### src/rtl/rxq_pkg.sv
// Shared constants and the error-code encoding for the receive status queue.
// Assumes the status word layout {not_ready, code[3:0], count[10:0]}.
package rxq_pkg;
    localparam int unsigned LEN_W   = 11;
    localparam int unsigned WORD_W  = 16;
    localparam int unsigned MAX_LEN = 1514;

    localparam logic [3:0] CODE_NONE    = 4'b0000;
    localparam logic [3:0] CODE_OVERRUN = 4'b1000;
    localparam logic [3:0] CODE_RUNT    = 4'b1011;
    localparam logic [3:0] CODE_ALIGN   = 4'b1100;
    localparam logic [3:0] CODE_CRC     = 4'b1101;
    localparam logic [3:0] CODE_OVERSZ  = 4'b1001;
    localparam logic [3:0] CODE_DRIBBLE = 4'b0010;

    // Map the frame outcome to its 4-bit code; length overflow dominates.
    function automatic logic [3:0] encode_err(input logic [2:0] err, input logic oversize);
        logic [3:0] c;
        case (err)
            3'd1:    c = CODE_OVERRUN;
            3'd2:    c = CODE_RUNT;
            3'd3:    c = CODE_ALIGN;
            3'd4:    c = CODE_CRC;
            3'd5:    c = CODE_DRIBBLE;
            default: c = CODE_NONE;
        endcase
        return oversize ? CODE_OVERSZ : c;
    endfunction
endpackage

### src/rtl/rxq_frame_track.sv
// Follows the frame currently arriving: admits it if the queue has room,
// counts its bytes with saturation just above the length limit, and builds
// the finished status word at frame end.
// Assumes frm_start is not raised while a frame is already in progress.
module rxq_frame_track
    import rxq_pkg::*;
(
    input  logic              clk,
    input  logic              rst_n,
    input  logic              rx_reset,
    input  logic              frm_start,
    input  logic              frm_byte,
    input  logic              frm_end,
    input  logic [2:0]        frm_err,
    input  logic              full,
    output logic              active,
    output logic [LEN_W-1:0]  live_len,
    output logic              start_refused,
    output logic              done,
    output logic [WORD_W-1:0] done_word
);
    localparam logic [LEN_W-1:0] CAP  = LEN_W'(MAX_LEN);
    localparam logic [LEN_W-1:0] SATV = LEN_W'(MAX_LEN + 1);

    logic [LEN_W-1:0] cnt;
    logic [LEN_W-1:0] cnt_nxt;
    logic             oversize;

    // Byte count including a byte arriving this cycle, held at limit+1.
    always_comb begin
        cnt_nxt = cnt;
        if (frm_byte && cnt < SATV)
            cnt_nxt = cnt + LEN_W'(1);
    end

    // Frame-end word and the visible running count.
    always_comb begin
        done          = active && frm_end;
        start_refused = frm_start && !active && full;
        oversize      = cnt_nxt > CAP;
        done_word     = {1'b0, encode_err(frm_err, oversize), (oversize ? CAP : cnt_nxt)};
        live_len      = (cnt > CAP) ? CAP : cnt;
    end

    // Frame admission and byte counting.
    always_ff @(posedge clk) begin
        if (!rst_n || rx_reset) begin
            active <= 1'b0;
            cnt    <= '0;
        end else if (done) begin
            active <= 1'b0;
            cnt    <= '0;
        end else if (frm_start && !active && !full) begin
            active <= 1'b1;
            cnt    <= '0;
        end else if (active) begin
            cnt <= cnt_nxt;
        end
    end

    a_r7_admit_only_with_room: assert property (@(posedge clk) disable iff (!rst_n)
        $rose(active) |-> $past(!full));
    a_r4_count_bounded: assert property (@(posedge clk) disable iff (!rst_n)
        active |=> cnt <= SATV);
endmodule

### src/rtl/rxq_stat_fifo.sv
// Circular store of finished status words, oldest at the head.
// Assumes the writer never pushes while full unless a pop happens too.
module rxq_stat_fifo #(
    parameter int unsigned DEPTH = 8,
    parameter int unsigned W     = 16
) (
    input  logic         clk,
    input  logic         rst_n,
    input  logic         clr,
    input  logic         push,
    input  logic [W-1:0] push_word,
    input  logic         pop,
    output logic [W-1:0] head_word,
    output logic [$clog2(DEPTH+1)-1:0] level,
    output logic         full,
    output logic         nonempty
);
    localparam int unsigned PTR_W = (DEPTH > 1) ? $clog2(DEPTH) : 1;
    localparam int unsigned CNT_W = $clog2(DEPTH + 1);
    localparam logic [PTR_W-1:0] LAST = PTR_W'(DEPTH - 1);

    logic [W-1:0]     mem [DEPTH];
    logic [PTR_W-1:0] wr_ptr, rd_ptr;
    logic             push_eff, pop_eff;

    // Occupancy flags and effective push/pop.
    always_comb begin
        full      = level == CNT_W'(DEPTH);
        nonempty  = level != '0;
        pop_eff   = pop && nonempty;
        push_eff  = push && (!full || pop_eff);
        head_word = mem[rd_ptr];
    end

    // Word storage, written at the write pointer.
    always_ff @(posedge clk) begin
        if (push_eff)
            mem[wr_ptr] <= push_word;
    end

    // Pointer and level bookkeeping.
    always_ff @(posedge clk) begin
        if (!rst_n || clr) begin
            wr_ptr <= '0;
            rd_ptr <= '0;
            level  <= '0;
        end else begin
            if (push_eff) wr_ptr <= (wr_ptr == LAST) ? '0 : wr_ptr + PTR_W'(1);
            if (pop_eff)  rd_ptr <= (rd_ptr == LAST) ? '0 : rd_ptr + PTR_W'(1);
            case ({push_eff, pop_eff})
                2'b10:   level <= level + CNT_W'(1);
                2'b01:   level <= level - CNT_W'(1);
                default: level <= level;
            endcase
        end
    end

    a_r7_level_bound: assert property (@(posedge clk) disable iff (!rst_n)
        level <= CNT_W'(DEPTH));
    a_r5_pop_shrinks: assert property (@(posedge clk) disable iff (!rst_n)
        (pop && nonempty && !push && !clr) |=> level == $past(level) - CNT_W'(1));
endmodule

### src/rtl/rxq_host_port.sv
// Host read offset within the head packet and the sticky underrun flag.
// Assumes top_len is the byte count the head currently offers (0 if none).
module rxq_host_port
    import rxq_pkg::*;
(
    input  logic             clk,
    input  logic             rst_n,
    input  logic             rx_reset,
    input  logic             host_rd,
    input  logic             pop_eff,
    input  logic [LEN_W-1:0] top_len,
    output logic             underrun
);
    logic [LEN_W-1:0] rd_off;
    logic             avail;

    // A byte remains when the offset is short of the head's count.
    always_comb avail = rd_off < top_len;

    // Offset advance, reset on discard, and underrun latching.
    always_ff @(posedge clk) begin
        if (!rst_n || rx_reset) begin
            rd_off   <= '0;
            underrun <= 1'b0;
        end else begin
            if (pop_eff)
                rd_off <= '0;
            else if (host_rd && avail)
                rd_off <= rd_off + LEN_W'(1);
            if (host_rd && !pop_eff && !avail)
                underrun <= 1'b1;
        end
    end

    a_r8_underrun_sticky: assert property (@(posedge clk) disable iff (!rst_n)
        (underrun && !rx_reset) |=> underrun);
    a_r8_underrun_cause: assert property (@(posedge clk) disable iff (!rst_n)
        $rose(underrun) |-> $past(host_rd));
endmodule

### src/rtl/rx_stat_queue.sv
// Receive packet status queue top: joins the frame tracker, the status word
// store and the host port, presents the head word and keeps the overrun flag.
// Assumes single-clock operation and sync reset commands.
module rx_stat_queue
    import rxq_pkg::*;
#(
    parameter int unsigned DEPTH = 8
) (
    input  logic        clk,
    input  logic        rst_n,
    input  logic        rx_reset,
    input  logic        frm_start,
    input  logic        frm_byte,
    input  logic        frm_end,
    input  logic [2:0]  frm_err,
    input  logic        host_rd,
    input  logic        discard_top,
    output logic [15:0] top_status,
    output logic        rx_complete,
    output logic        status_overrun,
    output logic        rx_underrun,
    output logic        adapter_fail
);
    localparam int unsigned CNT_W = $clog2(DEPTH + 1);

    logic              active, start_refused, done, full, nonempty, pop_eff;
    logic [LEN_W-1:0]  live_len;
    logic [WORD_W-1:0] done_word, head_word;
    logic [CNT_W-1:0]  level;

    rxq_frame_track u_track (
        .clk(clk), .rst_n(rst_n), .rx_reset(rx_reset),
        .frm_start(frm_start), .frm_byte(frm_byte), .frm_end(frm_end),
        .frm_err(frm_err), .full(full), .active(active), .live_len(live_len),
        .start_refused(start_refused), .done(done), .done_word(done_word)
    );

    rxq_stat_fifo #(.DEPTH(DEPTH), .W(WORD_W)) u_fifo (
        .clk(clk), .rst_n(rst_n), .clr(rx_reset), .push(done),
        .push_word(done_word), .pop(discard_top), .head_word(head_word),
        .level(level), .full(full), .nonempty(nonempty)
    );

    // Discard only acts when a finished packet is held.
    always_comb pop_eff = discard_top && nonempty;

    // Head word: finished packet, else in-progress frame, else empty marker.
    always_comb begin
        if (nonempty)
            top_status = head_word;
        else if (active)
            top_status = {1'b1, 4'b0000, live_len};
        else
            top_status = 16'h8000;
    end

    rxq_host_port u_host (
        .clk(clk), .rst_n(rst_n), .rx_reset(rx_reset), .host_rd(host_rd),
        .pop_eff(pop_eff), .top_len(top_status[LEN_W-1:0]), .underrun(rx_underrun)
    );

    always_comb adapter_fail = rx_underrun;

    // Completion pulse and refusal flag.
    always_ff @(posedge clk) begin
        if (!rst_n || rx_reset) begin
            rx_complete    <= 1'b0;
            status_overrun <= 1'b0;
        end else begin
            rx_complete <= done;
            if (pop_eff)
                status_overrun <= 1'b0;
            else if (start_refused)
                status_overrun <= 1'b1;
        end
    end

    a_r2_pulse_after_end: assert property (@(posedge clk) disable iff (!rst_n)
        rx_complete |-> $past(frm_end));
    a_r7_overrun_clear_cause: assert property (@(posedge clk) disable iff (!rst_n)
        $fell(status_overrun) |-> $past(discard_top || rx_reset));
    a_r9_reset_empties: assert property (@(posedge clk) disable iff (!rst_n)
        rx_reset |=> (top_status == 16'h8000 && !status_overrun && !rx_underrun));
    a_r1_level_vs_status: assert property (@(posedge clk) disable iff (!rst_n)
        (level == '0 && !active) |-> top_status[15]);
endmodule

### config.mk
export PLATFORM = sky130hd
export DESIGN_NAME = rx_stat_queue
export DESIGN_NICKNAME = d
export VERILOG_FILES = /design/src/rtl/rxq_pkg.sv /design/src/rtl/rxq_frame_track.sv /design/src/rtl/rxq_stat_fifo.sv /design/src/rtl/rxq_host_port.sv /design/src/rtl/rx_stat_queue.sv
export SDC_FILE = /design/constraint.sdc
export NUM_CORES = 1
export LEC_CHECK = 0
export BUFFER_PORTS_ARGS = -buffer_cell sky130_fd_sc_hd__buf_4
export CORE_MARGIN = 2
export CORE_UTILIZATION = 45
export DETAILED_ROUTE_END_ITERATION = 16
export HOLD_SLACK_MARGIN = 0.1
export SETUP_SLACK_MARGIN = 0.05
export SYNTH_ARGS = -nofsm -noshare
export SYNTH_HDL_FRONTEND = slang
export SYNTH_SLANG_ARGS = --single-unit
### constraint.sdc
create_clock -name clk -period 5 [get_ports clk]
set_clock_uncertainty 0.1 [all_clocks]
set_input_delay 0.75 -clock clk [delete_from_list [all_inputs] [get_ports clk]]
set_output_delay 0.75 -clock clk [all_outputs]
set_load 0.01 [all_outputs]
**Word level (Yosys, flattened, before mapping)**

Memories as Yosys holds them, arrays and structs flattened. A register that Yosys moved wholly into a read port is not among the register bits.
Index checks and enable logic that the tools add are counted.

- RAM bits: 120
- Logic and storage cells: 66
- Bits in registers: 36
- Output and inout bits: 20
- Memories: 1
- Input bits: 11

- Reduce and logical (&&, ||, !) cells: 22
- Mux-type cells: 14
- Magnitude comparators: 4
- Equal/unequal tests: 10
- Add/subtract/negate cells: 6

Memories:

| name | words | width | rd ports | clocked after Yosys merged registers in | wr ports | RTL line | source |
|---|---|---|---|---|---|---|---|
| u_fifo.mem | 8 | 15 | 1 | 1 | 1 | rxq_stat_fifo.sv:22 | `logic [W-1:0] mem [DEPTH];` |

Operator list:

| kind | count |
|---|---|
| $mux W11 | 4 |
| $add A11 B1 Y11 const B | 2 |
| $gt A11 B11 Y1 const B | 2 |
| $pmux W4 S5 | 1 |
| $mux W16 | 1 |
| $eq A3 B3 Y1 const B | 4 |
| $mux W3 | 4 |
| $lt A11 B11 Y1 | 1 |
| $lt A11 B11 Y1 const B | 1 |
| $logic_and A1 B1 Y1 | 10 |
| $pmux W4 S2 | 1 |
| $add A3 B1 Y3 const B | 2 |
| $eq A3 B2 Y1 const B | 2 |
| $logic_not A1 Y1 | 5 |
| $add A4 B1 Y4 const B | 1 |
| $eq A4 B4 Y1 const B | 1 |
| $mux W4 | 1 |
| $reduce_bool A4 Y1 | 1 |
| $reduce_or A2 Y1 | 2 |
| $sub A4 B1 Y4 const B | 1 |
| $eq A3 B1 Y1 const B | 1 |
| $reduce_or A3 Y1 | 1 |
| $eq A2 B1 Y1 const B | 1 |
| $eq A2 B2 Y1 const B | 1 |
| other kinds (3) | 5 |

**Longest topological paths before layout**

Gate-level depths: netlist (run 1).

- Word-level depth: 7
- Mapped depth: 15
- Gate-level depth less buffers: 13

**Cells and area by module**

A second synthesis (run 1) with hierarchy kept.

- Cells, all modules: 587
- Area total of the unflattened synthesis: 8,017.7 µm²

Modules (own cells, without submodules):

| module | cells an instance | seq. area each (µm²) | area each (µm²) | times used |
|---|---|---|---|---|
| rxq_stat_fifo | 267 | 4,103.9 | 5,550.3 | 1 |
| rxq_frame_track | 185 | 240.2 | 1,358.8 | 1 |
| rxq_host_port | 106 | 240.2 | 848.3 | 1 |
| rx_stat_queue | 29 | 40.0 | 260.2 | 1 |

**Worst setup path before layout (run 1)**

OpenSTA, ideal clock, no wires.

- Kind: flip-flop to flip-flop
- Start point: register with a tool-made name
- End point: register u_host.rd_off[0]
- Required time: 4.828 ns
- Buffers on the path: 3
- Period minus slack after synthesis: 3.851 ns
- Setup slack: 1.149 ns
- Cell stages (with the launch flop): 15
- Setup time: 0.072 ns
- Data arrival time: 3.679 ns
- Path through: dfxtp_1 buf_2 buf_2 mux4_2 mux2i_1 nor2_1 a21oi_1 ha_1 a21o_1 a21o_1 a2111oi_0 o21ai_1 buf_2 a211oi_2 mux2i_1

RTL lines:

| element | RTL line | source |
|---|---|---|
| end signal, assigned | rxq_host_port.sv:29 | `rd_off <= rd_off + LEN_W'(1);` |
| end, declared | rxq_host_port.sv:14 | `logic [LEN_W-1:0] rd_off;` |

**Final worst setup path (run 1)**

- Start point: register u_track.cnt[5]
- End point: register u_host.rd_off[1]

- Word-level cells in the longest chain between the ends: 6

RTL lines:

| element | RTL line | source |
|---|---|---|
| start, declared | rxq_frame_track.sv:25 | `logic [LEN_W-1:0] cnt;` |
| start signal, assigned | rxq_frame_track.sv:57 | `cnt <= cnt_nxt;` |
| $gt A11 B11 Y1 | rxq_frame_track.sv:42 | `live_len = (cnt > CAP) ? CAP : cnt;` |
| $mux W11 * | rxq_frame_track.sv:42 |  |
| $mux W11 * | rx_stat_queue.sv:51 | `else if (active)` |
| $mux W16 * | rx_stat_queue.sv:49 | `if (nonempty)` |
| $lt A11 B11 Y1 * | rxq_host_port.sv:18 | `always_comb avail = rd_off < top_len;` |
| $logic_and A1 B1 Y1 * | rxq_host_port.sv:28 | `else if (host_rd && avail)` |

Mark *: on every way between the ends. The rest lies on a longest branch, timed or not.
A chain may end at the register's enable or synchronous reset.

==> results of run 1 <==
-- cell families (layout without fill, tap and decap cells) --
| family | Yosys count | after routing | share of synthesized area [%] |
|---|---|---|---|
| adders and majority gates | 20 | 20 | 3.391 |
| muxes | 50 | 50 | 11.52 |
| xor gates and xnor gates | 21 | 21 | 2.420 |
| buffers and inverters | 47 | 89 | 2.650 |
| and+or+nand+nor | 184 | 184 | 12.49 |
| AOI/OAI and AO/OA | 100 | 100 | 9.844 |
| DFF | 159 | 159 | 57.68 |
-- layer usage --
metal	vias to the layer above	global-route usage [%]	share of wire, %
met3	20	4.951	4.9
met4	0	5.556	1.3
met2	136	33.02	49
met5	-	0	0
met1	2451	27.27	45
li1	2283	-	-
-- cell usage in the layout (no fill, tap or decap), drive strengths merged, types with 4 or more instances in the layout --
cell type,synthesis,routed
or4,6,6
ha,19,19
clkbuf,14,18
nand4,9,9
o211ai,6,6
mux2i,20,20
a21oi,23,23
clkinv,0,4
nand2,53,53
o21a,5,5
nand2b,8,8
nor2b,8,8
a21o,10,10
dfxtp,39,39
nor4,7,7
inv,17,24
buf,16,40
xnor2,12,12
mux4,30,30
a211oi,13,13
nand3,9,9
nor2,52,52
nor3,11,11
xor2,9,9
nor3b,4,4
or3,8,8
edfxtp,120,120
o21ai,14,14
-- final cells by class --
type	instances	area share (%)
sequential	159	50.47
multi-input combinational	375	35.49
clock buffer	18	4.939
timing repair buffer	40	3.456
tap	220	3.168
clock inverter	14	1.742
inverter	17	0.7343
-- power by group through the flow --
stage | clock [mW] | sequential, mW | combinational [mW]
floorplan | 0 | 1.45 | 0.0713
global placement | 0 | 1.45 | 0.106
detailed placement | 0 | 1.45 | 0.108
CTS | 1.28 | 1.42 | 0.108
global route | 1.33 | 1.42 | 0.121
finish | 1.26 | 1.42 | 0.108
-- worst min-delay path, delay by kind of cell, from the launching register on --
kind / cells / cell delay [ns]
flip-flops: 1 / 0.34
AND/OR/NAND/NOR: 2 / 0.12
-- through the flow --
stage / hold WS (ns) / setup WS (ns) / cell area, sq um / instances / utilization (%)
floorplan: 0.3471 / 1.149 / 7601 / 581 / -
global placement: 0.3711 / 0.8512 / 8109 / 811 / 49.07
detailed placement: 0.3837 / 0.5445 / 8109 / 811 / 49.07
CTS: 0.3907 / 0.5429 / 8690 / 843 / 52.59
global route: 0.4237 / 0.2446 / 8690 / 843 / 52.59
finish: 0.3958 / 0.5107 / 8690 / 843 / 52.59
-- sequential cells by signal (all words and copies together) (netlist names), named ones only --
signal           flops
u_fifo.mem         120
u_track.active       1
u_track.cnt         11
u_host.underrun      1
rx_complete          1
u_host.rd_off       11
u_fifo.wr_ptr        3
u_fifo.level         4
u_fifo.rd_ptr        3
status_overrun       1
-- path summary, 6_finish.rpt --
check                     end      startpoint  slack (ns)
max          u_host.rd_off[1]  u_track.cnt[5]        0.51
min            status_overrun  status_overrun        0.40
max reg2reg  u_host.rd_off[1]  u_track.cnt[5]        0.51
min reg2reg    status_overrun  status_overrun        0.40
==> results.ini, run 1 <==
[run_status]
run_status=finished clean

[timing]
post-route-period-util_pct=89.79
finalHoldViolCount=0
max_slew_margin_pct=32.32
rsz0062_at_grt=false
drv_slew=0
min_period_ns=4.489
setup_violations=0
fmax_mhz=222.8
worst_pin_slew_ns=1.014
setup_tns_ns=0

[yosys]
syn_inst=581
synth_edf_count=120
synth_warnings=0
synth_top_cell_area_share_pct=47.41
synth_top_area_cell=edfxtp_1
synthFlopType=edfxtp_1
synthTopCellsByCount=120 x edfxtp_1, 52 x nand2_1, 52 x nor2_1, 39 x dfxtp_1, 30 x mux4_2
synth_area_leaders=edfxtp_1 47%, dfxtp_1 10%, mux4_2 8.9%
ys_seq_area_share_pct=57.68
syn-num-nets=612
synthArstFlopShare_pct=0
syn_avg_cell_area_sq_um=13.08
ys_seq_elements=159
yosysMostFrequentCell=edfxtp_1
synthesis.area_sq_um=7601
synth_cell_type_count=69

[clock_network]
root_buffer=clkbuf_16
cts.sinks=159
clk_latency_ns=0.43
cts_tree=built
ctsHoldBuffers=0
cts_buffer_depth=2
post_cts_resized=0
htree_levels=4
clk_pin_slew_worst_paths_ns=0.07
cts_setup_buffers=0
cts_buffers=17

[placed_design]
routabilityCongestion=0.8842
port_buffers=30
dpl.hpwl_mm=11.48

[floorplan]
die_h_um=134.0
ioPinCount=31
core_area_sq_um=16520
start_util_pct=46.00
die_width_um=134.0
num_rows=47
die_area_sq_um=17950

[route]
dr.first_iter.drc_count=432
vias_per_cell=5.801
firstDrtPassIters=4
drc=0
wl_per_cell_um=20.21
ant_nets=0
wl_mm=17.03
via_count=4890

[final_layout]
final_nets=641
diodes=0
drive_gt1_share_pct=20.39
regArea_sq_um=4385
fillers=1384
syn_to_final_growth_pct=14.32
multiInputGateArea_sq_um=3084

[power_and_ir_drop]
p_leak_nw=2.938
clock_power_share_pct=45.2
pwr-share-seq_pct=50.9
finalPower_mw=2.784
combPwrFrac_pct=3.9
vdd_drop_max_mv=0.2531
p_sw_share_pct=23.84
internal_power_mw=2.121
p_switching_uw=663.8
p_per_area_nw_per_um2=320.4

[grt]
grt_pass1_vias=4816
grt_max_degree=23
grt_pass1_wl_mm=27.34
antenna_found_initial=0
grt_usage_pct=20.26
overflow=0

[critical_path]
required_ns=5.25
r2r_cells=12
critPathBufInv=0
max_stage_delay_ns=0.68
start_kind=register
crit_type=reg2reg
worst_ep_arrival_time_ns=4.74
worstPathCellList=and4_1 > and4_1 > nor2_1 > nor3_1 > a21oi_1 > ha_1 > a21o_1 > a21o_1 > a2111oi_0 > o21ai_1 > a211oi_2 > mux2i_1
critPathCaptureType=register
critPathMaxFanout=13
slowest_stage=dfxtp_1
critPathTopFamily=compound AO/OA/AOI/OAI gates
crit_cells=12

[min_path]
whs_path_depth=2
hp-class=reg2reg

[run]
drv_cap=0

(Power assumes the default switching activity.)
==> inputs of run 2 (changes only) <==
Settings changed: ABC_AREA set to 1.
==> run 2 against run 1 <==
Against the previous run:
- via count is 16% higher
- clock power about the same
- critical endpoint unchanged
- register-to-register slack gained 1.1 ns
- combinational power grew 130%
- largest power group unchanged
==> results.ini, run 2 <==
[clock_network]
cts_buffers=17  ; unchanged
root_buffer=clkbuf_16
cts_tree=built
ctsHoldBuffers=0  ; unchanged
clk_pin_slew_worst_paths_ns=0.07  ; about the same
cts_setup_buffers=0  ; unchanged
cts.sinks=159  ; unchanged
cts_buffer_depth=2  ; unchanged
htree_levels=4  ; unchanged
post_cts_resized=0  ; unchanged
clk_latency_ns=0.43  ; about the same

[power_and_ir_drop]
pwr-share-seq_pct=48.7  ; -2.2 points
p_leak_nw=3.427  ; +17%
clock_power_share_pct=42.9  ; -2.3 points
combPwrFrac_pct=8.5  ; +4.6 points
p_sw_share_pct=24.17  ; +0.33 points
vdd_drop_max_mv=0.2229  ; -12%
p_per_area_nw_per_um2=344.8  ; +7.6%
finalPower_mw=2.964  ; +6.4%
p_switching_uw=716.4  ; +7.9%
internal_power_mw=2.247  ; +6.0%

[grt]
overflow=0  ; unchanged
grt_max_degree=61  ; +170%
grt_pass1_vias=5442  ; +13%
grt_usage_pct=21.89  ; +1.6 points
grt_pass1_wl_mm=29.46  ; +7.7%
antenna_found_initial=0  ; unchanged

[floorplan]
die_width_um=133.6  ; -0.29%
die_h_um=133.6  ; -0.29%
die_area_sq_um=17840  ; -0.59%
start_util_pct=45.72  ; -0.28 points
ioPinCount=31  ; unchanged
core_area_sq_um=16520  ; unchanged
num_rows=47  ; unchanged

[critical_path]
required_ns=5.27  ; +0.02 ns
r2r_slack_ns=1.59  ; +1.08 ns
crit_type=reg2reg
slowest_stage=inv_2
critPathCaptureType=register
critPathTopFamily=compound AO/OA/AOI/OAI gates
start_kind=register
critPathBufInv=3  ; +3
worst_ep_arrival_time_ns=3.68  ; -1.06 ns
worstPathCellList=buf_4 > inv_2 > o21ai_0 > o221ai_1 > nand3_1 > o21ai_0 > inv_1 > ha_1 > a21oi_1 > o21a_1 > o221a_2 > nand3_2 > nand2_1 > nand2_1 > nor2_1
max_stage_delay_ns=0.43  ; -0.25 ns
critPathMaxFanout=33  ; +20

[yosys]
syn_avg_cell_area_sq_um=9.648  ; -26%
synthArstFlopShare_pct=0  ; unchanged
synth_top_area_cell=edfxtp_1
synth_edf_count=120  ; unchanged
ys_seq_area_share_pct=58.03  ; +0.35 points
synthFlopType=edfxtp_1
synth_top_cell_area_share_pct=47.70  ; +0.29 points
synth_area_leaders=edfxtp_1 48%, dfxtp_1 10%, nand2_1 5.9%
syn_inst=783  ; +35%
synth_warnings=0  ; unchanged
ys_seq_elements=159  ; unchanged
synthTopCellsByCount=120 x edfxtp_1, 119 x nand2_1, 112 x nor2_1, 84 x o21ai_0, 83 x inv_1
synthesis.area_sq_um=7555  ; -0.61%
synth_cell_type_count=43  ; -38%
yosysMostFrequentCell=edfxtp_1
syn-num-nets=814  ; +33%

[route]
vias_per_cell=5.392  ; -7.0%
via_count=5651  ; +16%
dr.first_iter.drc_count=562  ; +30%
drc=0  ; unchanged
wl_per_cell_um=17.73  ; -12%
ant_nets=0  ; unchanged
firstDrtPassIters=4  ; unchanged
wl_mm=18.58  ; +9.1%

[placed_design]
routabilityCongestion=0.9015  ; +2.0%
dpl.hpwl_mm=12.09  ; +5.4%
port_buffers=30  ; unchanged

[final_layout]
final_nets=846  ; +32%
fillers=1487  ; +7.4%
final_common_cell=edfxtp_1
largestRegisters=u_fifo.mem: 120 flops, u_host.rd_off: 11 flops, u_track.cnt: 11 flops
max_flop_register=u_fifo.mem
syn_to_final_growth_pct=13.78
largest_reg_flops=120  ; unchanged
final_cell_mix=120 x edfxtp_1, 119 x nand2_1, 112 x nor2_1, 84 x inv_1, 84 x o21ai_0
diodes=0  ; unchanged
drive_gt1_share_pct=12.56  ; -7.8 points

[timing]
max_slew_margin_pct=45.24  ; +13 points
fmax_mhz=293.6  ; +32%
setup_violations=0  ; unchanged
rsz0062_at_grt=false
worst_pin_slew_ns=0.8205  ; -0.1936 ns
post-route-period-util_pct=68.13  ; -22 points
setup_tns_ns=0  ; unchanged
drv_slew=0  ; unchanged
finalHoldViolCount=0  ; unchanged
min_period_ns=3.406  ; -1.083 ns

[run]
drv_cap=0  ; unchanged

[run_status]
run_status=finished clean

[min_path]
hp-class=reg2reg

## run 2: cell types whose count changed after synthesis, sizes merged, moves of 11 or more
cell and delta:
nand3 +27, mux4 -30, nor2 +66, o221ai +14, xnor2 -11, nand2 +77
mux2i -18, o21ai +72, a211oi -13, inv +71
## run 2: worst min-delay path, delay by kind of cell (launching register included)
kind | cells | cell delay, ns
DFF | 1 | 0.33
AOI/OAI and AO/OA | 1 | 0.08
buffers and inverters | 1 | 0.05
## run 2: power groups by stage
stage / clock (mW) / sequential, mW / combinational [mW]
global placement: 0 / 1.47 / 0.244
floorplan: 0 / 1.47 / 0.181
global route: 1.35 / 1.44 / 0.282
detailed placement: 0 / 1.47 / 0.250
CTS: 1.29 / 1.44 / 0.251
finish: 1.27 / 1.44 / 0.251
## run 2: routing by layer
layer | global-route usage (%) | share of wire (%)
met1 | 29.63 | 46
met2 | 35.19 | 47
met3 | 5.327 | 4.9
met4 | 6.442 | 1.5
met5 | 0 | 0
## run 2: area by class of cell
type	instances	area (sq um)	area share, %
Multi-Input combinational cell	506	2695	31.35
Tap cell	220	275.3	3.202
Clock buffer	22	518.0	6.026
Inverter	88	330.3	3.843
Sequential cell	159	4385	51.02
Clock inverter	10	68.82	0.8006
Timing Repair Buffer	43	322.8	3.755
## run 2: path summary, 6_finish.rpt
check | start | endpoint | cells after the start
max | register | u_host.rd_off[1] | 15
min | status_overrun | status_overrun | 2
max reg2reg | register | u_host.rd_off[1] | 15
min reg2reg | status_overrun | status_overrun | 2
## run 2: stage by stage
step | std cells | hold slack, ns | util [%] | cell area [sq um] | setup WS [ns]
after global routing | 1048 | 0.4217 | 52.02 | 8596 | 1.361
after global placement | 1016 | 0.3662 | 48.47 | 8009 | 1.747
after CTS | 1048 | 0.3843 | 52.02 | 8596 | 1.634
after floorplan | 783 | 0.3544 | - | 7555 | 1.894
after detailed placement | 1016 | 0.3667 | 48.47 | 8009 | 1.667
final | 1048 | 0.3809 | 52.02 | 8596 | 1.594
## run 2: cells by family (layout without fill, tap and decap cells)
logic type,Yosys count,in the layout,synth area share [%]
AOI/OAI and AO/OA,163,163,12.62
xor gates and xnor gates,12,12,1.491
adders and majority gates,20,20,3.412
buffers and inverters,118,163,6.294
DFF,159,159,58.03
muxes,2,2,0.2650
and+or+nand+nor,309,309,17.89
==> inputs of run 3 (changes only) <==
Settings changed: ABC_AREA 1 to 0.
Clock period 5 ns to 3 ns, I/O delays scaled along.
==> run 3 against run 2 <==
Against the previous run:
- the flow now finishes with violations (setup timing)
- register-to-register slack worse by 1.9 ns
- clock-buffer cell count is 5 lower
- die area is 0.59% higher
- largest cell class unchanged
- cell count is 8.9% lower
- worst hold slack worse by 0.16 ns
- flip-flop and latch count stayed put
- global-route usage is 0.27 points lower
- setup slack worse by 1.9 ns
- utilization is 8.2 points higher
- via count is 5.9% lower
- highest routed layer unchanged
==> results.ini, run 3 (synthesis results as in run 1) <==
[floorplan]
die_width_um=134.0  ; +0.30%
core_area_sq_um=16520  ; unchanged
die_h_um=134.0  ; +0.30%
num_rows=47  ; unchanged
die_area_sq_um=17950  ; +0.59%
start_util_pct=46.00  ; +0.28 points
ioPinCount=31  ; unchanged

[run_status]
run_status=complete, but fails checks
violations=setup timing

[grt]
grt_pass1_wl_mm=29.01  ; -1.5%
grt_max_degree=21  ; -66%
grt_usage_pct=21.63  ; -0.27 points
antenna_found_initial=0  ; unchanged
overflow=0  ; unchanged
grt_pass1_vias=5340  ; -1.9%

[critical_path]
required_ns=3.27  ; -2.00 ns
worst_ep_arrival_time_ns=3.57  ; -0.11 ns
critPathMaxFanout=7  ; -79%
start_kind=register
critPathCaptureType=register
crit_type=reg2reg

[clock_network]
root_buffer=clkbuf_16
htree_levels=4  ; unchanged
clk_pin_slew_worst_paths_ns=0.07  ; about the same
cts.sinks=159  ; unchanged
cts_buffer_depth=2  ; unchanged
cts_tree=built
ctsHoldBuffers=0  ; unchanged
cts_buffers=17  ; unchanged
clk_latency_ns=0.43  ; about the same

[placed_design]
port_buffers=30  ; unchanged
dpl_cell_area_sq_um=8857  ; +11%
routabilityCongestion=0.8937  ; -0.87%
dpl.hpwl_mm=12.51  ; +3.4%
pre_cts_slack_ns=-0.3323  ; -2.000 ns

[final_layout]
fin_area_sq_um=9951  ; +16%
drive_gt1_share_pct=39.32  ; +27 points
final_common_cell=buf_4
largest_reg_flops=120  ; unchanged
syn_to_final_growth_pct=30.91
final_cell_mix=138 x buf_4, 120 x edfxtp_1, 51 x nand2_1, 48 x nor2_1, 32 x dfxtp_1
largestRegisters=u_fifo.mem: 120 flops, u_host.rd_off: 11 flops, u_track.cnt: 11 flops
final_nets=754  ; -11%
diodes=0  ; unchanged
max_flop_register=u_fifo.mem

[route]
dr.first_iter.drc_count=323  ; -43%
via_count=5318  ; -5.9%
wl_per_cell_um=19.54  ; +10%
vias_per_cell=5.569  ; +3.3%
ant_nets=0  ; unchanged
firstDrtPassIters=4  ; unchanged
wl_mm=18.66  ; +0.44%
drc=0  ; unchanged

[timing]
max_slew_margin_pct=55.03  ; +9.8 points
finalHoldViolCount=0  ; unchanged
layout_setup_ws_ns=-0.3084  ; -1.902 ns
drv_slew=0  ; unchanged
setup_violations=12  ; +12
min_period_ns=3.308  ; -0.09785 ns
post-route-period-util_pct=110.3  ; +42 points
worst_pin_slew_ns=0.6721  ; -0.1484 ns
rsz0062_at_grt=true
fmax_mhz=302.3  ; +3.0%

[power_and_ir_drop]
p_per_area_nw_per_um2=476.7  ; +38%
vdd_drop_max_mv=0.5355  ; +140%
p_leak_nw=3.632  ; +6.0%

[min_path]
hp-class=in2reg

[run]
drv_cap=0  ; unchanged

## run 3: cell count changes in the layout (fill, tap and decap cells not counted), sizes merged, moves of 18 or more
| cell | previous run | this run |
|---|---|---|
| mux2i | 2 | 20 |
| inv | 94 | 25 |
| nor2 | 118 | 52 |
| nand2 | 130 | 53 |
| o21ai | 86 | 15 |
| buf | 43 | 152 |
| mux4 | 0 | 30 |
| nand3 | 36 | 9 |
## run 3: power breakdown
group | switching [mW] | leakage, nW | internal, mW
combinational | 0.152 | 1.87 | 0.136
sequential | 0.00660 | 1.48 | 2.35
clock | 0.922 | 0.285 | 1.17
total | 1.08 | 3.63 | 3.66
## run 3: critical path: stages, from the launching register on
cell	delay (ns)
dfxtp_4	0.38
and4_4	0.25
and4_4	0.23
nor2_2	0.05
buf_4	0.15
nor3_4	0.14
a21oi_2	0.08
ha_1	0.30
a21o_1	0.16
a21o_1	0.20
a2111oi_4	0.34
buf_4	0.21
o21ai_4	0.10
or4_1	0.48
nand2_1	0.07
## run 3: final timing paths
| check | from | to | slack (ns) | depth (start not counted) |
|---|---|---|---|---|
| max | u_track.cnt[8] | u_host.rd_off[9] | -0.31 | 14 |
| min | frm_end | u_track.active | 0.23 | 3 |
| max reg2reg | u_track.cnt[8] | u_host.rd_off[9] | -0.31 | 14 |
| min reg2reg | status_overrun | status_overrun | 0.37 | 2 |
## run 3: cell type report
cell class	instances	area (sq um)
well taps	220	275.3
clock inverters	14	152.6
clock buffers	17	425.4
inverters	17	68.82
flip-flops and latches	159	4398
multi-input cells	376	3393
repair buffers	152	1237
fillers	1262	6574
## run 3: metal layers
metal	global-route usage, %	part of all wire [%]	vias to the layer above
li1	-	-	2507
met2	37.21	52	120
met1	28.41	43	2677
met3	4.308	4.3	14
met5	0	0	-
met4	5.083	0.55	0
## run 3: per-stage QoR
stage / std cells / TNS (ns) / util (%) / total power, mW / hold WS, ns
2_1_floorplan: 581 / -1.405 / - / 2.536 / 0.3471
3_3_place_gp: 901 / -3.057 / 53.60 / 2.632 / 0.3609
3_5_place_dp: 901 / -5.488 / 53.60 / 2.637 / 0.3645
4_1_cts: 947 / -2.604 / 59.04 / 4.765 / 0.2051
5_1_grt: 955 / -4.705 / 60.22 / 4.889 / 0.2323
6_report: 955 / -2.728 / 60.22 / 4.743 / 0.2257
## run 3: what timing repair did
item                                   in CTS  in global routing
setup buffers                              14                  9
endpoints found under the hold margin       0                  0
setup endpoints to repair                  54                 89
resized for setup                          44                 27
cloned                                      1                  0
pin swaps                                  22                 16
